--- config.mk ---
export PLATFORM = sky130hd
export DESIGN_NAME = gpio_xpdr_core
export DESIGN_NICKNAME = d
export VERILOG_FILES = /design/src/rtl/gpio_xpdr_pkg.sv /design/src/rtl/gpio_xpdr_sync.sv /design/src/rtl/gpio_xpdr_cmd.sv /design/src/rtl/gpio_xpdr_regs.sv /design/src/rtl/gpio_xpdr_core.sv
export SDC_FILE = /design/constraint.sdc
export NUM_CORES = 1
export LEC_CHECK = 0
export ABC_AREA = 1
export BUFFER_PORTS_ARGS = -buffer_cell sky130_fd_sc_hd__buf_2
export CAP_MARGIN = 20
export CORE_MARGIN = 10
export CORE_UTILIZATION = 33
export CTS_BUF_LIST = sky130_fd_sc_hd__clkbuf_8
export CTS_CLUSTER_SIZE = 12
export DETAILED_ROUTE_END_ITERATION = 10
export PLACE_DENSITY = 0.53
export RECOVER_POWER = 25
export SETUP_SLACK_MARGIN = 0.4
export SLEW_MARGIN = 0
export SYNTH_ARGS = -nofsm -noshare
export SYNTH_HDL_FRONTEND = slang
export SYNTH_SLANG_ARGS = --single-unit
--- constraint.sdc ---
create_clock -name clk -period 1.17 [get_ports clk]
set_input_delay 0.0585 -clock clk [delete_from_list [all_inputs] [get_ports clk]]
set_output_delay 0.0585 -clock clk [all_outputs]
set_load 0.05 [all_outputs]
--- src/rtl/gpio_xpdr_pkg.sv ---
package gpio_xpdr_pkg;
   localparam int BYTE_W   = 8;
   localparam int NUM_REGS = 4;
   localparam int SEL_W    = $clog2(NUM_REGS);

   typedef enum logic [SEL_W-1:0] {
      SEL_INPUT  = 2'd0,
      SEL_OUTPUT = 2'd1,
      SEL_POLAR  = 2'd2,
      SEL_DIR    = 2'd3
   } reg_sel_e;
endpackage

--- src/rtl/gpio_xpdr_sync.sv ---
module gpio_xpdr_sync #(
   parameter int W      = 8,
   parameter int STAGES = 2
) (
   input  logic         clk,
   input  logic         rst_n,
   input  logic [W-1:0] d,
   output logic [W-1:0] q
);
   if (STAGES < 2) begin : g_bad_stages
      $error("gpio_xpdr_sync: STAGES must be at least 2");
   end
   if (W < 1) begin : g_bad_width
      $error("gpio_xpdr_sync: W must be at least 1");
   end

   logic [W-1:0] chain [STAGES];

   for (genvar s = 0; s < STAGES; s++) begin : g_stage
      if (s == 0) begin : g_first
         always_ff @(posedge clk or negedge rst_n) begin
            if (!rst_n) chain[0] <= '0;
            else        chain[0] <= d;
         end
      end else begin : g_next
         always_ff @(posedge clk or negedge rst_n) begin
            if (!rst_n) chain[s] <= '0;
            else        chain[s] <= chain[s-1];
         end
      end
   end

   assign q = chain[STAGES-1];
endmodule

--- src/rtl/gpio_xpdr_cmd.sv ---
module gpio_xpdr_cmd
   import gpio_xpdr_pkg::*;
(
   input  logic              clk,
   input  logic              rst_n,
   input  logic              host_start,
   input  logic              host_stop,
   input  logic              host_wr_vld,
   input  logic [BYTE_W-1:0] host_wr_data,
   output logic [BYTE_W-1:0] ptr_q,
   output logic              data_wr
);
   logic in_txn_q;
   logic await_cmd_q;
   logic ptr_load;

   assign ptr_load = host_wr_vld & in_txn_q & await_cmd_q & ~host_start & ~host_stop;
   assign data_wr  = host_wr_vld & in_txn_q & ~await_cmd_q & ~host_start & ~host_stop;

   always_ff @(posedge clk or negedge rst_n) begin
      if (!rst_n) begin
         in_txn_q    <= 1'b0;
         await_cmd_q <= 1'b0;
         ptr_q       <= '0;
      end else if (host_start) begin
         in_txn_q    <= 1'b1;
         await_cmd_q <= 1'b1;
      end else if (host_stop) begin
         in_txn_q    <= 1'b0;
         await_cmd_q <= 1'b0;
      end else if (ptr_load) begin
         ptr_q       <= host_wr_data;
         await_cmd_q <= 1'b0;
      end
   end


   ptr_capture_chk: assert property (@(posedge clk) disable iff (!rst_n)
      (host_wr_vld && in_txn_q && await_cmd_q && !host_start && !host_stop)
      |=> (ptr_q == $past(host_wr_data)));


   idle_write_chk: assert property (@(posedge clk) disable iff (!rst_n)
      (!in_txn_q && !host_start && host_wr_vld) |=> $stable(ptr_q));


   no_advance_chk: assert property (@(posedge clk) disable iff (!rst_n)
      (data_wr) |=> $stable(ptr_q));
endmodule

--- src/rtl/gpio_xpdr_regs.sv ---
module gpio_xpdr_regs
   import gpio_xpdr_pkg::*;
#(
   parameter int               PIN_W   = 8,
   parameter logic [PIN_W-1:0] OUT_RST = '1,
   parameter logic [PIN_W-1:0] POL_RST = '0,
   parameter logic [PIN_W-1:0] DIR_RST = '1
) (
   input  logic              clk,
   input  logic              rst_n,
   input  logic [BYTE_W-1:0] ptr_q,
   input  logic              data_wr,
   input  logic [BYTE_W-1:0] wr_data,
   input  logic              rd_req,
   input  logic [PIN_W-1:0]  pin_sync,
   output logic [PIN_W-1:0]  out_q,
   output logic [PIN_W-1:0]  dir_q,
   output logic [BYTE_W-1:0] rd_data
);
   localparam int PAD = BYTE_W - PIN_W;

   if (PIN_W < 1 || PIN_W > BYTE_W) begin : g_bad_pins
      $error("gpio_xpdr_regs: PIN_W must lie in 1..BYTE_W");
   end

   logic [PIN_W-1:0]  pol_q;
   logic [PIN_W-1:0]  in_view;
   logic [PIN_W-1:0]  rd_mux;
   logic [BYTE_W-1:0] rd_word;
   logic [PIN_W-1:0]  wr_bits;
   logic              ptr_ok;
   reg_sel_e          sel;

   assign ptr_ok  = (ptr_q < BYTE_W'(NUM_REGS));
   assign sel     = reg_sel_e'(ptr_q[SEL_W-1:0]);
   assign wr_bits = wr_data[PIN_W-1:0];

   if (PAD > 0) begin : g_unused_hi
      logic unused_hi;
      assign unused_hi = ^wr_data[BYTE_W-1:PIN_W];
   end

   // inversion only on pins set as inputs
   assign in_view = pin_sync ^ (pol_q & dir_q);

   always_ff @(posedge clk or negedge rst_n) begin
      if (!rst_n) begin
         out_q <= OUT_RST;
         pol_q <= POL_RST;
         dir_q <= DIR_RST;
      end else if (data_wr && ptr_ok) begin
         unique case (sel)
            SEL_OUTPUT: out_q <= wr_bits;
            SEL_POLAR:  pol_q <= wr_bits;
            SEL_DIR:    dir_q <= wr_bits;
            default:    ;
         endcase
      end
   end

   always_comb begin
      rd_mux = '0;
      if (ptr_ok) begin
         unique case (sel)
            SEL_INPUT:  rd_mux = in_view;
            SEL_OUTPUT: rd_mux = out_q;
            SEL_POLAR:  rd_mux = pol_q;
            SEL_DIR:    rd_mux = dir_q;
            default:    rd_mux = '0;
         endcase
      end
   end

   if (PAD == 0) begin : g_full
      assign rd_word = rd_mux;
   end else begin : g_padded
      assign rd_word = {{PAD{1'b0}}, rd_mux};
   end

   always_ff @(posedge clk or negedge rst_n) begin
      if (!rst_n)      rd_data <= '0;
      else if (rd_req) rd_data <= rd_word;
   end


   rd_hold_chk: assert property (@(posedge clk) disable iff (!rst_n)
      !rd_req |=> $stable(rd_data));


   input_wr_ignored_chk: assert property (@(posedge clk) disable iff (!rst_n)
      (data_wr && ptr_q == '0) |=> ($stable(out_q) && $stable(pol_q) && $stable(dir_q)));


   oob_wr_ignored_chk: assert property (@(posedge clk) disable iff (!rst_n)
      (data_wr && !ptr_ok) |=> ($stable(out_q) && $stable(pol_q) && $stable(dir_q)));


   oob_rd_zero_chk: assert property (@(posedge clk) disable iff (!rst_n)
      (rd_req && !ptr_ok) |=> (rd_data == '0));


   out_latch_rd_chk: assert property (@(posedge clk) disable iff (!rst_n)
      (rd_req && ptr_q == BYTE_W'(1)) |=> (rd_data[PIN_W-1:0] == $past(out_q)));
endmodule

--- src/rtl/gpio_xpdr_core.sv ---
module gpio_xpdr_core
   import gpio_xpdr_pkg::*;
#(
   parameter int               PIN_W       = 8,
   parameter int               SYNC_STAGES = 2,
   parameter logic [PIN_W-1:0] OUT_RST     = '1,
   parameter logic [PIN_W-1:0] POL_RST     = '0,
   parameter logic [PIN_W-1:0] DIR_RST     = '1
) (
   input  logic              clk,
   input  logic              rst_n,
   input  logic              host_start,
   input  logic              host_stop,
   input  logic              host_wr_vld,
   input  logic [7:0]        host_wr_data,
   input  logic              host_rd_req,
   output logic [7:0]        host_rd_data,
   input  logic [PIN_W-1:0]  pin_in,
   output logic [PIN_W-1:0]  pin_out,
   output logic [PIN_W-1:0]  pin_oe
);
   if (BYTE_W != 8) begin : g_bad_byte
      $error("gpio_xpdr_core: host byte width must be 8");
   end

   logic [BYTE_W-1:0] ptr_q;
   logic              data_wr;
   logic [PIN_W-1:0]  pin_sync;
   logic [PIN_W-1:0]  out_q;
   logic [PIN_W-1:0]  dir_q;

   gpio_xpdr_cmd u_cmd (
      .clk          (clk),
      .rst_n        (rst_n),
      .host_start   (host_start),
      .host_stop    (host_stop),
      .host_wr_vld  (host_wr_vld),
      .host_wr_data (host_wr_data),
      .ptr_q        (ptr_q),
      .data_wr      (data_wr)
   );

   gpio_xpdr_sync #(.W(PIN_W), .STAGES(SYNC_STAGES)) u_sync (
      .clk   (clk),
      .rst_n (rst_n),
      .d     (pin_in),
      .q     (pin_sync)
   );

   gpio_xpdr_regs #(
      .PIN_W   (PIN_W),
      .OUT_RST (OUT_RST),
      .POL_RST (POL_RST),
      .DIR_RST (DIR_RST)
   ) u_regs (
      .clk      (clk),
      .rst_n    (rst_n),
      .ptr_q    (ptr_q),
      .data_wr  (data_wr),
      .wr_data  (host_wr_data),
      .rd_req   (host_rd_req),
      .pin_sync (pin_sync),
      .out_q    (out_q),
      .dir_q    (dir_q),
      .rd_data  (host_rd_data)
   );

   assign pin_oe  = ~dir_q;
   assign pin_out = out_q;


   dir_to_oe_chk: assert property (@(posedge clk) disable iff (!rst_n)
      (data_wr && ptr_q == 8'd3) |=> (pin_oe == ~$past(host_wr_data[PIN_W-1:0])));


   out_to_pin_chk: assert property (@(posedge clk) disable iff (!rst_n)
      (data_wr && ptr_q == 8'd1) |=> (pin_out == $past(host_wr_data[PIN_W-1:0])));
endmodule

==> results.md <==
- The run finished, with violations left.
- The checks that failed: negative setup slack.
- The global route total overflow is 0.
- The total clock sinks is 58.
- Dividing the final minimum period by the clock period gives 1.09.
- The CTS buffer count is 9.
- The predominant post-synthesis flop cell is dfrtp_1.
- For this run, the register share of the synthesized area comes to 0.575.
- The total internal power is 4.24 mW.
- The DRC violations left is 0.
- The number of antenna violations at the first check in global routing came to 0.
- After floorplanning, the core was sized to cover 7650 µm².
- The tightest slew margin relative to the limit is 0.470.
- Entering global routing, the biggest net connects 59 pins.
- The weighted congestion at the end of routability-driven global placement is around 0.77.
- The clock tree from TritonCTS is built.
- The data arrival at the endpoint of the critical path is 1550 ps.
- The number of setup violations in the final report is 31.
- In this run the count of I/O pins placed on the die edge is 46.
- The count of yosys warnings during synthesis is 0.
- The worst setup path is captured at a flop.
- The chip width is 108 µm.
- The analysis attributes to net switching a power of 2.18 mW.
- On the final layout, the worst clock skew is ~4.6 ps.
- The most congested layer reported by global routing is met2.
- The maximum count of clock buffers along a single path is 2.
- The class of the tightest hold or removal check is in -> reg.
- Of all nets on the critical path, the largest fanout is 4.
- The number of antenna-violating nets in the routed design is 0.
- Hold timing on the final database bottoms out at a slack of 208 ps.
- The design area is 4190 µm².
- Of the cells placed in the final design, the portion with a size suffix greater than 1 is 0.458.
- Excluding fillers, the count of instances in the completed layout stands at 523.
- The worst stage delay on the critical path is 420 ps.
- The required time of the critical path is 1440 ps.
- Setup repair after global routing could not meet its margin everywhere.
- Yosys mapped the design onto 20 distinct sky130hd cell types.
- The total power per unit cell area is 1530 nW/µm².
- The final critical-path setup slack is -107 ps.
- The leakage power summed over all cells is a little over 2 nW.
- The post-route minimum period is 1280 ps.
- The library cells used most frequently in the layout, excluding fill and tap cells, are nand2_1, buf_4, nand3_1, dfrtp_1, buf_2.
- The total die area is 11700 µm².
- The part of the total power dissipated in the clock network is 0.287.
- The achievable frequency is between 700 and 800 MHz.
- The cell at the root of the clock tree is clkbuf_8.
- The category of the most critical setup path is reg -> reg.
- The detail-routed via count per cell is 4.58.
- The number of cell rows is 32.
- The register bit total from synthesis is 58.
- The kind of start point of the critical path is a flop.
- The leading cell type in the layout, fill and taps excluded is nand2_1.
- The count of input and output buffers is 45.
- The combinational share of power is 0.328.
- Counting flops with a built-in enable in the synthesized netlist gives 0.
- The total global-route track usage is 0.141.
- For this block, the via count after detailed routing is 2397.
- The cell count after synthesis came out at just under 300.
- The die is roughly 110 µm tall.
- The starting utilization of the core area is 0.335.
- The total count of hold-check failures in the final report was 0.
- After detailed placement, the total cell area comes to 3110 µm².
- The first global-routing pass estimated 12800 µm of wire.
- In the global route stage, met2 resource usage came out at 0.237.
- The met1 global-route usage is 0.164.
- Summed over all nets, the half-perimeter wirelength after detailed placement is 4610 µm.
- Clock latency on the worst-skew pair, taken at its later pin, is between 300 and 400 ps.
- The final setup TNS is -2220 ps.
- The count of final max-slew check failures is 0.
- The average instance area after synthesis is ~8.8 µm².
- The number of nets produced by synthesis is 312.
- 0 antenna diodes ended up in the layout.
- The clock-pin slew reported for the worst setup and hold paths after clock tree synthesis is around 60 ps.
- The post-placement cell count is 455.
- The tool flagged a number of max-cap violations equal to 0.
- After synthesis the cells add up to approximately 2600 µm².
- The routed design has around 7600 µm of wire.
- In the final routed layout, each cell accounts on average for 14.6 µm.
- The signal on the critical path passes through nor2_4 -> inv_2 -> nor2_4 -> nand3_2 -> buf_4 -> nand2_1 -> nand2_1.
- The pre-CTS worst setup slack is -115 ps.
- For this block, the initial DRC count from the detailed router was 67.
- Across the VDD grid, the largest voltage drop is approximately 0.87 mV.
- The via count of the first global-routing pass was 2597.
- The layout net count is between 400 and 500.
- For this design, the slowest cell found on the critical path is dfrtp_1.
- At the pin with the least slew margin, the transition time is 795 ps.
- The depth of the CTS H-tree is 3.
- The share of async-settable or async-resettable flops after synthesis is 1.00.
- Compared with the post-synthesis result, the final layout area differs by 63.9%.
- The fraction of met3 tracks used by global routing is 0.0523.
- The pre-antenna-repair detailed-routing pass consisted of 5 iterations.
- The net switching fraction of the power is 0.340.
- The share of total power in sequential cells is 0.385.
what timing repair did:
action / 4_1_cts / 5_1_grt
endpoints found under the hold margin: 95 / 0
setup buffers: 25 / 5
resized for setup: 110 / 24
gates cloned: 2 / 0
pin swaps: 14 / 10
endpoints found under the setup margin: 65 / 66
hold buffers: 20 / 0
synth_stat cells (2+ instances only):
master	number	area, µm²
a21oi_1	2	10.0
buf_6	4	45.0
dfrtp_1	42	1050
dfstp_2	16	420
inv_1	19	71.3
inv_2	4	15.0
nand2_1	107	402
nand2_2	3	18.8
nand3_1	50	250
nand3_2	5	50.1
nand3b_1	7	52.6
nor2_1	8	30.0
nor2_2	2	12.5
nor2_4	4	45.0
o21ai_0	10	50.1
o21ai_1	3	15.0
logic make-up (layout without fill, tap and decap cells):
group / Yosys count / count (layout) / synth area share
AOI/OAI and AO/OA: 16 / 16 / 0.0323
buffers and inverters: 30 / 161 / 0.0562
DFF: 58 / 58 / 0.575
and+or+nand+nor: 186 / 186 / 0.336
power groups by stage:
stage	logic [mW]	clock network, mW	registers (mW)
after floorplan	0.779	0	2.58
after global placement	1.38	0	2.49
after detailed placement	1.39	0	2.49
after CTS	2.01	1.90	2.45
after global routing	2.27	2.00	2.50
final	2.11	1.84	2.47
through the flow:
| stage | util | total power, mW |
|---|---|---|
| final | 0.548 | 6.42 |
| after global routing | 0.548 | 6.77 |
| after CTS | 0.534 | 6.36 |
| after detailed placement | 0.406 | 3.88 |
| after global placement | 0.406 | 3.87 |
| after floorplan | - | 3.36 |
critical path, delay by kind of cell, from the launching register on:
kind / cells / cell delay [ps]
DFF: 1 / 420
buffers and inverters: 2 / 240
and+or+nand+nor: 5 / 540
state kept, by name, summed over array words and instances (netlist names):
name / cells
u_regs.rd_data: 8
u_sync.chain: 8
u_regs.pol_q: 8
u_regs.out_q: 8
u_cmd.ptr_q: 8
u_cmd.await_cmd_q: 1
u_regs.dir_q: 8
u_sync.q: 8
u_cmd.in_txn_q: 1
cell type report:
cell class,instances,area (µm²)
Clock buffer,11,151
Clock inverter,5,46.3
Fill cell,696,3450
Inverter,25,111
Multi-Input combinational cell,202,1150
Sequential cell,58,1470
Tap cell,102,128
Timing Repair Buffer,119,1120
Timing Repair inverter,1,8.76
final timing paths:
check                                                start                             to  slack [ps]  cells past startpoint
worst max register to register  u_cmd.ptr_q[2]$_DFFE_PN0P_    u_regs.dir_q[2]$_DFFE_PN1P_        -110                      7
min in group asynchronous                            rst_n     u_sync.chain[11]$_DFF_PN0_         450                      3
worst min-delay path                           host_wr_vld  u_cmd.await_cmd_q$_DFFE_PN0P_         210                      6
max in group asynchronous                            rst_n     u_cmd.ptr_q[0]$_DFFE_PN0P_         160                      3
worst min register to register  u_sync.chain[13]$_DFF_PN0_          u_sync.q[5]$_DFF_PN0_         350                      0
worst max-delay path            u_cmd.ptr_q[2]$_DFFE_PN0P_    u_regs.dir_q[2]$_DFFE_PN1P_        -110                      7
routing by layer:
layer,up-vias,wire [µm]
met1,1149,3240
met3,10,476
met4,0,104
met5,-,0
li1,1183,-
met2,55,3810
No activity file was read; power rests on OpenSTA's default activity.
